File: src/rtl/gpio_bank_pkg.sv
// Package: register offsets, register select type and the address decoder
// shared by the GPIO bank modules. Assumes byte offsets in an 8-bit space.
package gpio_bank_pkg;

    localparam int unsigned ADDR_W = 8;

    localparam logic [ADDR_W-1:0] OFS_DIR  = 8'h00;
    localparam logic [ADDR_W-1:0] OFS_OUT  = 8'h08;
    localparam logic [ADDR_W-1:0] OFS_LVL  = 8'h0C;
    localparam logic [ADDR_W-1:0] OFS_IEN  = 8'h10;
    localparam logic [ADDR_W-1:0] OFS_CTRL = 8'h14;

    // Reset value of the control word: soft reset set, clock off.
    localparam logic [1:0] CTRL_RESET = 2'b10;

    typedef enum logic [2:0] {
        SEL_NONE,
        SEL_DIR,
        SEL_OUT,
        SEL_LVL,
        SEL_IEN,
        SEL_CTRL
    } reg_sel_e;

    // Map a byte offset to the register it selects.
    function automatic reg_sel_e decode_ofs(input logic [ADDR_W-1:0] a);
        unique case (a)
            OFS_DIR:  return SEL_DIR;
            OFS_OUT:  return SEL_OUT;
            OFS_LVL:  return SEL_LVL;
            OFS_IEN:  return SEL_IEN;
            OFS_CTRL: return SEL_CTRL;
            default:  return SEL_NONE;
        endcase
    endfunction

endpackage

File: src/rtl/gpio_bank_sync.sv
// Module: two-flop level synchronizer with a hold enable.
// Assumes: d is asynchronous to clk. While en is low both stages keep their
// contents, which freezes the sampled pin levels when the clock is gated off.
module gpio_bank_sync #(
    parameter int unsigned W = 16
) (
    input  logic         clk,
    input  logic         rst_n,
    input  logic         en,
    input  logic [W-1:0] d,
    output logic [W-1:0] q
);

    logic [W-1:0] stage1_q;
    logic [W-1:0] stage2_q;

    // Shift the pin levels through two stages while enabled.
    always_ff @(posedge clk) begin
        if (!rst_n) begin
            stage1_q <= '0;
            stage2_q <= '0;
        end else if (en) begin
            stage1_q <= d;
            stage2_q <= stage1_q;
        end
    end

    assign q = stage2_q;

    AST_SYNC_FREEZE: assert property (@(posedge clk) disable iff (!rst_n)
        !en |=> $stable(q));

    AST_SYNC_TWO_EDGES: assert property (@(posedge clk) disable iff (!rst_n)
        (en && $past(en)) |=> (q == $past(d, 2)));

endmodule

File: src/rtl/gpio_bank_irq.sv
// Module: interrupt gating. The low pins pass straight through as dedicated
// requests. Each high pin is ANDed with its enable and the results are ORed.
// Assumes: lvl is already synchronized to clk. Pure combinational logic.
module gpio_bank_irq #(
    parameter int unsigned NPINS     = 16,
    parameter int unsigned SHARED_LO = 8,
    localparam int unsigned NSH      = NPINS - SHARED_LO
) (
    input  logic [NPINS-1:0]     lvl,
    input  logic [NSH-1:0]       ien,
    output logic [SHARED_LO-1:0] irq_pin,
    output logic                 irq_shared
);

    logic [NSH-1:0] gated;

    // One AND gate per shared pin.
    for (genvar k = 0; k < NSH; k++) begin : g_gate
        assign gated[k] = lvl[SHARED_LO+k] & ien[k];
    end

    // Dedicated requests follow the low pin levels. Shared request is the OR.
    always_comb begin
        irq_pin    = lvl[SHARED_LO-1:0];
        irq_shared = |gated;
    end

endmodule

File: src/rtl/gpio_bank_regs.sv
// Module: register file and bus decode of the GPIO bank.
// Assumes: a write lasts one cycle and reads are combinational. The control
// word is always writable. The other registers accept writes only when the
// clock enable is set and the soft reset is clear.
module gpio_bank_regs
    import gpio_bank_pkg::*;
#(
    parameter int unsigned NPINS     = 16,
    parameter int unsigned SHARED_LO = 8,
    parameter int unsigned DATA_W    = 32,
    localparam int unsigned NSH      = NPINS - SHARED_LO
) (
    input  logic              clk,
    input  logic              rst_n,
    input  logic [ADDR_W-1:0] addr,
    input  logic              wen,
    input  logic [DATA_W-1:0] wdata,
    input  logic [NPINS-1:0]  lvl,
    output logic [DATA_W-1:0] rdata,
    output logic [NPINS-1:0]  dir_q,
    output logic [NPINS-1:0]  out_q,
    output logic [NSH-1:0]    ien_q,
    output logic              clk_en,
    output logic              blk_rst
);

    reg_sel_e         sel;
    logic [1:0]       ctrl_q;
    logic             wr_ok;
    logic [NPINS-1:0] mask;

    always_comb begin
        sel     = decode_ofs(addr);
        clk_en  = ctrl_q[0];
        blk_rst = ctrl_q[1];
        wr_ok   = wen && clk_en && !blk_rst;
        mask    = wdata[2*NPINS-1:NPINS];
    end

    // Control word: writable at all times, leaves hardware reset parked.
    always_ff @(posedge clk) begin
        if (!rst_n)
            ctrl_q <= CTRL_RESET;
        else if (wen && sel == SEL_CTRL)
            ctrl_q <= wdata[1:0];
    end

    // Direction register: a 1 makes a pin an output.
    always_ff @(posedge clk) begin
        if (!rst_n || blk_rst)
            dir_q <= '0;
        else if (wr_ok && sel == SEL_DIR)
            dir_q <= wdata[NPINS-1:0];
    end

    // Output register: only the bits selected by the upper-half mask change.
    always_ff @(posedge clk) begin
        if (!rst_n || blk_rst)
            out_q <= '0;
        else if (wr_ok && sel == SEL_OUT)
            out_q <= (out_q & ~mask) | (wdata[NPINS-1:0] & mask);
    end

    // Interrupt enables for the shared pins, taken from their own bit positions.
    always_ff @(posedge clk) begin
        if (!rst_n || blk_rst)
            ien_q <= '0;
        else if (wr_ok && sel == SEL_IEN)
            ien_q <= wdata[NPINS-1:SHARED_LO];
    end

    // Read multiplexer. Unmapped offsets read as zero.
    always_comb begin
        rdata = '0;
        unique case (sel)
            SEL_DIR:  rdata[NPINS-1:0]         = dir_q;
            SEL_OUT:  rdata[NPINS-1:0]         = out_q;
            SEL_LVL:  rdata[NPINS-1:0]         = lvl;
            SEL_IEN:  rdata[NPINS-1:SHARED_LO] = ien_q;
            SEL_CTRL: rdata[1:0]               = ctrl_q;
            default:  rdata                    = '0;
        endcase
    end

    AST_SOFT_RESET_CLEARS: assert property (@(posedge clk) disable iff (!rst_n)
        blk_rst |=> (dir_q == '0 && out_q == '0 && ien_q == '0));

    AST_GATED_HOLD: assert property (@(posedge clk) disable iff (!rst_n)
        (!clk_en && !blk_rst) |=> ($stable(dir_q) && $stable(out_q) && $stable(ien_q)));

    AST_MASK_KEEPS: assert property (@(posedge clk) disable iff (!rst_n)
        (wen && sel == SEL_OUT && clk_en && !blk_rst)
        |=> (((out_q ^ $past(out_q)) & ~$past(mask)) == '0));

    AST_UNMAPPED_NO_WRITE: assert property (@(posedge clk) disable iff (!rst_n)
        (wen && sel == SEL_NONE && !blk_rst)
        |=> ($stable(dir_q) && $stable(out_q) && $stable(ien_q) && $stable(ctrl_q)));

endmodule

File: src/rtl/gpio_bank16.sv
// Module: top of the sixteen-pin GPIO bank. Ties the synchronizer, register
// file and interrupt gating together. Assumes pins are asynchronous inputs
// and the bus master holds each write for exactly one cycle.
module gpio_bank16
    import gpio_bank_pkg::*;
#(
    parameter int unsigned NPINS     = 16,
    parameter int unsigned SHARED_LO = 8,
    parameter int unsigned DATA_W    = 32,
    localparam int unsigned NSH      = NPINS - SHARED_LO
) (
    input  logic                 clk,
    input  logic                 rst_n,
    input  logic [ADDR_W-1:0]    bus_addr,
    input  logic                 bus_wen,
    input  logic [DATA_W-1:0]    bus_wdata,
    output logic [DATA_W-1:0]    bus_rdata,
    input  logic [NPINS-1:0]     pin_in,
    output logic [NPINS-1:0]     pin_out,
    output logic [NPINS-1:0]     pin_oe,
    output logic [SHARED_LO-1:0] irq_pin,
    output logic                 irq_shared
);

    logic [NPINS-1:0] lvl;
    logic [NPINS-1:0] dir_q;
    logic [NPINS-1:0] out_q;
    logic [NSH-1:0]   ien_q;
    logic             clk_en;
    logic             blk_rst;

    gpio_bank_sync #(.W(NPINS)) u_sync (
        .clk   (clk),
        .rst_n (rst_n),
        .en    (clk_en),
        .d     (pin_in),
        .q     (lvl)
    );

    gpio_bank_regs #(
        .NPINS     (NPINS),
        .SHARED_LO (SHARED_LO),
        .DATA_W    (DATA_W)
    ) u_regs (
        .clk     (clk),
        .rst_n   (rst_n),
        .addr    (bus_addr),
        .wen     (bus_wen),
        .wdata   (bus_wdata),
        .lvl     (lvl),
        .rdata   (bus_rdata),
        .dir_q   (dir_q),
        .out_q   (out_q),
        .ien_q   (ien_q),
        .clk_en  (clk_en),
        .blk_rst (blk_rst)
    );

    gpio_bank_irq #(
        .NPINS     (NPINS),
        .SHARED_LO (SHARED_LO)
    ) u_irq (
        .lvl        (lvl),
        .ien        (ien_q),
        .irq_pin    (irq_pin),
        .irq_shared (irq_shared)
    );

    // Pads see the registers directly.
    always_comb begin
        pin_out = out_q;
        pin_oe  = dir_q;
    end

    AST_SHARED_QUIET: assert property (@(posedge clk) disable iff (!rst_n)
        (ien_q == '0) |-> !irq_shared);

    AST_OE_CLEARED_IN_RESET: assert property (@(posedge clk) disable iff (!rst_n)
        blk_rst |=> (pin_oe == '0));

endmodule

File: config.mk
export PLATFORM = sky130hd
export DESIGN_NAME = gpio_bank16
export DESIGN_NICKNAME = d
export VERILOG_FILES = /design/src/rtl/gpio_bank_pkg.sv /design/src/rtl/gpio_bank_sync.sv /design/src/rtl/gpio_bank_irq.sv /design/src/rtl/gpio_bank_regs.sv /design/src/rtl/gpio_bank16.sv
export SDC_FILE = /design/constraint.sdc
export NUM_CORES = 1
export LEC_CHECK = 0
export BUFFER_PORTS_ARGS = -buffer_cell sky130_fd_sc_hd__buf_2
export CORE_AREA = 2 2 89 91
export DETAILED_ROUTE_END_ITERATION = 12
export DIE_AREA = 0 0 91 93
export PLACE_DENSITY = 0.79
export RECOVER_POWER = 25
export SLEW_MARGIN = 0
export SYNTH_ARGS = -nofsm -noshare
export SYNTH_HDL_FRONTEND = slang
export SYNTH_SLANG_ARGS = --single-unit
File: constraint.sdc
create_clock -name clk -period 1.79 [get_ports clk]
set_input_delay 0.0895 -clock clk [delete_from_list [all_inputs] [get_ports clk]]
set_output_delay 0.0895 -clock clk [all_outputs]
set_load 0.005 [all_outputs]
* Yosys cells after proc, flatten, opt, wreduce, memory -nomap -nowiden
Index checks and enable logic that the tools add are counted.
** Word-level totals
- Register bits after elaboration :: 74
- Input port bits :: 59
** Operators by class
- Equal/unequal tests :: 9
- Multiplexer cells :: 4
- Bitwise gates (word level) :: 12
- Reduce and logical (&&, ||, !) cells :: 11
** Operator list (number)
- $and 16x16->16 :: 2
- $pmux 8 s4 :: 1
- $pmux 6 s3 :: 1
- $eq 8x4->1 const B :: 2
- $eq 8x5->1 const B :: 2
- $not 16->16 :: 1
- $or 16x16->16 :: 1
- $pmux 3 s5 :: 1
- $and 1x1->1 :: 8
- $logic_not 8->1 :: 1
- $pmux 2 s4 :: 1
- $reduce_or 8->1 :: 1
- $eq 3x2->1 const B :: 2
- $eq 3x3->1 const B :: 2
- $logic_and 1x1->1 :: 6
- $eq 3x1->1 const B :: 1
- $logic_not 1->1 :: 2
- $logic_or 1x1->1 :: 1

* Logic depth before layout (Yosys ltp)
Gate-level depths: netlist of run 1.
- Depth after elaboration :: 4
- Depth in mapped cells :: 6
- Mapped depth without buffers :: 3

* By module
Synthesis of run 1 repeated with hierarchy kept, for this count alone.
** Unflattened totals
- Cell total of the unflattened synthesis :: 400
- Area total of the unflattened synthesis :: 3537.1 µm²
** By module, submodules not included
- gpio_bank_regs :: instances 1, cells an instance 284, area an instance 2197.1 µm², seq. area each 840.8 µm²
- gpio_bank_sync :: instances 1, cells an instance 103, area an instance 1243.7 µm², seq. area each 640.6 µm²
- gpio_bank_irq :: instances 1, cells an instance 13, area an instance 96.3 µm², seq. area each 0.0 µm²

* Worst setup path before layout of run 1
OpenSTA, ideal clock, no wires.
- Path type :: reg2reg
- Start point :: register u_regs.ctrl_q[0]
- End point :: register u_regs.dir_q[10]
- Library setup time :: 120 ps
- Arrival time :: 1252 ps
- Data required time :: 1670 ps
- Path slack :: 419 ps
- Cell stages (with the launch flop) :: 7
- Clock period less this slack :: 1371 ps
- Cell sequence :: dfxtp_1 -> buf_2 -> and3b_1 -> buf_2 -> nand3_4 -> buf_6 -> mux2i_1
** On the way
- Word-level cells in the longest chain between the ends :: 3
** RTL lines
- start: declaration :: RTL line gpio_bank_regs.sv:28 : logic [1:0] ctrl_q;
- start signal: assignment :: RTL line gpio_bank_regs.sv:45 : ctrl_q <= wdata[1:0];
- $logic_and 1x1->1 (2 in a row) :: RTL line gpio_bank_regs.sv:36 : wr_ok = wen && clk_en && !blk_rst;
- $logic_and 1x1->1 :: RTL line gpio_bank_regs.sv:52 : else if (wr_ok && sel == SEL_DIR)
- end signal: assignment :: RTL line gpio_bank_regs.sv:53 : dir_q <= wdata[NPINS-1:0];
- end: declaration :: RTL line gpio_bank_regs.sv:20 : output logic [NPINS-1:0] dir_q,
Every way passes these cells.
A chain may end at the register's enable or synchronous reset.

* Worst setup path in the final report of run 1
- Start point :: input bus_addr[7]
- End point :: output bus_rdata[0]
** On the way
- Word-level cells in the longest chain between the ends :: 4
- Elaborated cells between the ends (all ways) :: 11
** RTL lines
- start: declaration :: RTL line gpio_bank16.sv:14 : input logic [ADDR_W-1:0] bus_addr,
- $eq 8x5->1, or another cell as far along :: RTL line gpio_bank_pkg.sv:27 : unique case (a)
- $pmux 3 s5 (*) :: RTL line gpio_bank_pkg.sv:27
- $eq 3x3->1, or another cell as far along :: RTL line gpio_bank_regs.sv:75 : unique case (sel)
- $pmux 2 s4 (*) :: RTL line gpio_bank_regs.sv:75
- end: declaration :: RTL line gpio_bank16.sv:17 : output logic [DATA_W-1:0] bus_rdata,
Every way passes the cells marked *; elsewhere a longest branch is shown, timed or not.

==> metrics.txt, run 1 <==
status=complete, no violations; clk sink count=74; hold path depth=3; CP endpoint kind=primary output; Min Hold Slack=0.00782 ns; antenna diode count=0; total grt overflow=0; hold path endpoint=u_sync.stage1_q[10]; Vias=3,177; # IOs=132; period utilisation layout=89.5%; Final Wtd Congestion=0.792; share of post-route cells with drive strength above 1=27.5%; WL final=9.21 mm; Mapped Area=3640 um^2; Via density=5.30; Critical Path AT=1.51 ns; First DRT Iteration DRCs=173; FF-to-FF End=u_regs.dir_q[14]; Clock Latency Late Sink=0.35 ns; fin. max-slew vios=0; Syn Inst Count=382; area growth from synthesis to layout=24.8%; Synth Area per Inst=9.54 um^2; H-tree Lvls=3; Port Buffers=115; Synth Register Bits=74; hold crit path type=in -> reg; largest net degree at the start of global routing=35; r2r setup slk=0.30 ns; Yosys cell types=27; critical path launch point type=primary input; RSZ-0062 raised after global routing=false; Cell Rows=32; HP Start=pin_in[10]; Cell Area, Placed=4220 um^2; clock tree buffer depth=2; Initial Util=48.4%; leak pwr=1.96 nW; vias in the first global route=2,970; full die area=8460 um^2; crit-path max FO=10; critical path type=in -> out; # setup viols final=0; clock buffer count from CTS=9; Critical R2R Launch=u_regs.ctrl_q[1]; Max Freq=624 MHz; pwr dens=714 nW/um^2; GRT Total Usage=21.6%; CTS clock-pin slew for the worst setup and hold paths=0.08 ns; min Tclk post-route=1.60 ns; Core ar.=7530 um^2; Final nets=552; CTS root buffer=clkbuf_8; Seq/Total Area, Yosys=40.7%; Post-DRT Antenna Nets=0; clock skew=0.00441 ns; Die Span Y=93 um; final instance area=4550 um^2; final hold vios=0; DRT Pass-1 Iters=5; WP data required=1.70 ns; Avg WL per Cell=15.3 um; Residual DRC=0; sum of negative setup slack=0 ns; Max Cap Violations=0; hpwl dp=6.62 mm; total of warnings raised by yosys=0; fillers=706; peak supply drop=0.434 mV; CTS tree=built; global-route wire length before repair=14.5 mm; reg2reg path depth=4; antenna violations before repair=0; Setup Fix Bufs, Post-CTS=0; Die Wd=91 um
-- logic make-up after synthesis --
family	Yosys count	synth area share (%)
buf+inv	54	9.17
compound gates	30	6.59
flops	74	40.7
simple gates	149	23.1
other cells	1	0.103
mux	74	20.3
-- critical path, stage by stage --
cell and delay [ns]:
buf_2 0.13, or4_1 0.77, o211ai_1 0.35, buf_2 0.17
-- synthesized netlist by cell type, drive strengths merged --
cell type | instances | area [um^2]
nor4b | 3 | 47.5
nor4bb | 1 | 10.0
nor2b | 34 | 213
a22oi | 14 | 105
nor4 | 2 | 42.5
o211ai | 10 | 75.1
and3b | 1 | 8.76
clkbuf | 11 | 41.3
mux2i | 74 | 741
buf | 43 | 293
dfxtp | 74 | 1480
and3 | 8 | 50.1
a221o | 6 | 60.1
nand4 | 17 | 106
nand3 | 22 | 128
and2 | 2 | 12.5
nand2 | 58 | 218
or4 | 1 | 7.51
conb | 1 | 3.75
-- timing repair --
item | CTS | global route
hold buffers | 12 | 0
setup endpoints to repair | 0 | 1
gates resized for setup | 0 | 1
hold endpoints to repair | 12 | 0
-- cell type report --
cell class | count | area (um^2) | area share, %
repair buffers | 139 | 822 | 18.1
flip-flops and latches | 74 | 1480 | 32.6
multi-input cells | 269 | 1900 | 41.7
well taps | 102 | 128 | 2.81
clock buffers | 10 | 128 | 2.81
clock inverters | 6 | 90.1 | 1.98
-- worst max-delay path by stage --
stage                     start  depth (start not counted)                to
6_report            bus_addr[7]                          4      bus_rdata[0]
5_1_grt        u_regs.ctrl_q[0]                          4      bus_rdata[0]
4_1_cts        u_regs.ctrl_q[0]                          4      bus_rdata[0]
3_5_place_dp        bus_addr[7]                          4      bus_rdata[0]
3_3_place_gp        bus_addr[7]                          4      bus_rdata[0]
2_1_floorplan  u_regs.ctrl_q[0]                          6  u_regs.dir_q[10]
-- per-stage QoR --
step,utilization (%),cells,power (W),setup slack [ns]
5_1_grt,60.4,600,0.00336,0.108
4_1_cts,60.6,600,0.00327,0.0550
3_3_place_gp,56.1,572,0.00183,0.237
3_5_place_dp,56.1,572,0.00183,0.239
2_1_floorplan,-,397,0.00177,0.419
6_report,60.4,600,0.00325,0.188
-- cells in the final DEF (no fill, tap or decap), types with 2 or more instances in the layout --
| cell type | netlist | layout |
|---|---|---|
| dfxtp_1 | 74 | 73 |
| buf_4 | 24 | 7 |
| o211ai_1 | 10 | 10 |
| nand4_1 | 17 | 17 |
| buf_2 | 15 | 101 |
| conb_1 | 1 | 16 |
| nor2b_1 | 34 | 33 |
| a221o_1 | 6 | 6 |
| dlygate4sd3_1 | 0 | 12 |
| buf_12 | 0 | 4 |
| a22oi_1 | 14 | 14 |
| mux2i_1 | 74 | 74 |
| clkbuf_8 | 0 | 9 |
| nand2_1 | 58 | 58 |
| clkbuf_1 | 11 | 14 |
| and3_1 | 8 | 8 |
| bufinv_16 | 0 | 2 |
| nand3_1 | 20 | 20 |
| nor4_4 | 2 | 2 |
-- report_power, final --
| group | internal (W) | total [W] | switching [W] |
|---|---|---|---|
| clock | 0.000790 | 0.00143 | 0.000641 |
| sequential | 0.00164 | 0.00164 | 0.000000192 |
| combinational | 0.0000917 | 0.000173 | 0.0000814 |
| total | 0.00253 | 0.00325 | 0.000722 |
-- layer usage --
| metal | GRT usage [%] | vias to the layer above | routed length, um |
|---|---|---|---|
| met5 | 0 | - | 0 |
| met4 | 10.9 | 0 | 266 |
| met3 | 4.92 | 19 | 679 |
| met2 | 35.7 | 137 | 4370 |
| met1 | 26.5 | 1486 | 3890 |
| li1 | - | 1535 | - |
Note: power is estimated with default switching activity, not from simulation.
==> run 2: changes to the inputs <==
- CORE_AREA: 2 2 89 91 -> 4 4 91 93
- CTS_CLUSTER_DIAMETER: not set -> 30
- DIE_AREA: 0 0 91 93 -> 0 0 95 97
==> run 2 against run 1 <==
Against the previous run: fmax increased by 0.57%; worst hold slack improved by 0.0034 ns; setup slack improved by 0.0090 ns; sequential power about the same; final cell count decreased by 0.50%.
==> metrics.txt, run 2 (same netlist as run 1, synthesis figures left out) <==
status=complete, no violations (unchanged); commonest cells after routing, fill and taps aside=100 x buf_2, 74 x mux2i_1, 73 x dfxtp_1 (was 101 x buf_2, 74 x mux2i_1, 73 x dfxtp_1); GRT Total Usage=20.8% (was 21.6%); final hold vios=0 (unchanged); clk sink count=74 (unchanged); clock tree buffer depth=2 (unchanged); Initial Util=48.4% (unchanged); CTS root buffer=clkbuf_8 (unchanged); Critical R2R Launch=u_regs.ctrl_q[1] (unchanged); Min Hold Slack=0.0112 ns (was 0.00782 ns); fin. max-slew vios=0 (unchanged); min Tclk post-route=1.59 ns (was 1.60 ns); Port Buffers=115 (unchanged); Post-DRT Antenna Nets=0 (unchanged); Worst Setup SP=u_regs.ctrl_q[0] (was bus_addr[7]); clock skew=0.0101 ns (was 0.00441 ns); CTS tree=built (unchanged); CP endpoint kind=primary output (unchanged); RSZ-0062 raised after global routing=false (unchanged); H-tree Lvls=3 (unchanged); crit-path max FO=34 (was 10); Vias=3,154 (was 3,177); pwr dens=690 nW/um^2 (was 714 nW/um^2); Max Cap Violations=0 (unchanged); share of post-route cells with drive strength above 1=27.5% (about the same); # setup viols final=0 (unchanged); critical path launch point type=register (was primary input); sum of negative setup slack=0 ns (unchanged); Die Wd=95 um (was 91 um); Buf+Inv Stages, Crit Path=2 (unchanged); total grt overflow=0 (unchanged); Avg WL per Cell=15.9 um (was 15.3 um); slowest library cell on the worst path=dfxtp_2 (was or4_1); Clock Latency Late Sink=0.34 ns (was 0.35 ns); Core ar.=7530 um^2 (unchanged); most common cell after layout, fill and taps aside=buf_2 (unchanged); hpwl dp=6.79 mm (was 6.62 mm); DRT Pass-1 Iters=5 (unchanged); CP delay by family, top=buffers and inverters (was simple AND/OR/NAND/NOR gates); Final nets=549 (was 552); Residual DRC=0 (unchanged); register area=1480 um^2 (unchanged); # IOs=132 (unchanged); clock buffer count from CTS=9 (unchanged); Cell Rows=32 (unchanged); WL final=9.49 mm (was 9.21 mm); Die Span Y=97 um (was 93 um); full die area=9220 um^2 (was 8460 um^2); hold crit path type=in -> reg (unchanged); Via density=5.28 (was 5.30); CP max stage delay=0.34 ns (was 0.77 ns); WP data required=1.70 ns (about the same); critical path type=reg -> out (was in -> out); Critical Path AT=1.50 ns (was 1.51 ns); antenna diode count=0 (unchanged); Max Freq=628 MHz (was 624 MHz); fillers=686 (was 706); area of the multi-input gates=1900 um^2 (unchanged); area growth from synthesis to layout=23.0% (was 24.8%); period utilisation layout=89.0% (was 89.5%); CTS clock-pin slew for the worst setup and hold paths=0.08 ns (about the same); global-route wire length before repair=15.2 mm (was 14.5 mm); HP Start=pin_in[2] (was pin_in[10]); First DRT Iteration DRCs=135 (was 173); worst path cell trace=buf_6, nand3_1, o211ai_1, buf_2 (was buf_2, or4_1, o211ai_1, buf_2); peak supply drop=0.522 mV (was 0.434 mV); Final Wtd Congestion=0.814 (was 0.792); vias in the first global route=3,099 (was 2,970); leak pwr=1.93 nW (was 1.96 nW); antenna violations before repair=0 (unchanged); largest net degree at the start of global routing=58 (was 35)
-- run 2: report_power, final --
group          internal [W]  switching, W  total (W)
clock              0.000647      0.000631    0.00128
combinational     0.0000875     0.0000822   0.000170
sequential          0.00164   0.000000188    0.00164
-- run 2: layout make-up --
class	instances	share of cell area, %
Clock buffer	10	2.85
Multi-Input combinational cell	269	42.4
Sequential cell	74	33.1
Timing Repair Buffer	136	17.4
Tap cell	102	2.85
Clock inverter	6	1.48
-- run 2: final timing paths --
check	depth (start not counted)	endpoint	slack [ns]
worst max register to register	3	u_regs.dir_q[11]	0.24
worst max-delay path	4	bus_rdata[0]	0.20
worst min register to register	2	register	0.48
worst min-delay path	3	u_sync.stage1_q[2]	0.01
-- run 2: stage by stage --
stage	setup WS [ns]	instance area (um^2)	power (W)	instances	util [%]
6_report	0.197	4480	0.00309	597	59.5
5_1_grt	0.107	4480	0.00318	597	59.5
4_1_cts	0.0300	4500	0.00311	597	59.7
3_5_place_dp	0.237	4210	0.00183	572	56.0
3_3_place_gp	0.252	4210	0.00183	572	56.0
2_1_floorplan	0.419	3700	0.00177	397	-
-- run 2: what timing repair did --
| item | 4_1_cts | 5_1_grt |
|---|---|---|
| endpoints found under the setup margin | 0 | 1 |
| endpoints found under the hold margin | 9 | 0 |
| resized for setup | 0 | 1 |
| setup buffers | 0 | 0 |
| hold buffers | 9 | 0 |
-- run 2: metal layers --
layer	GRT usage, %	share of wire, %	up-vias
met5	0	0	-
met3	3.42	7.4	24
li1	-	-	1531
met2	34.0	47	147
met1	26.5	43	1452
met4	9.21	2.7	0
-- run 2: worst register-to-register path, cell delays in order, from the launching register on --
cell	delay, ns
dfxtp_1	0.35
and3b_1	0.50
nand3_4	0.37
mux2i_1	0.22
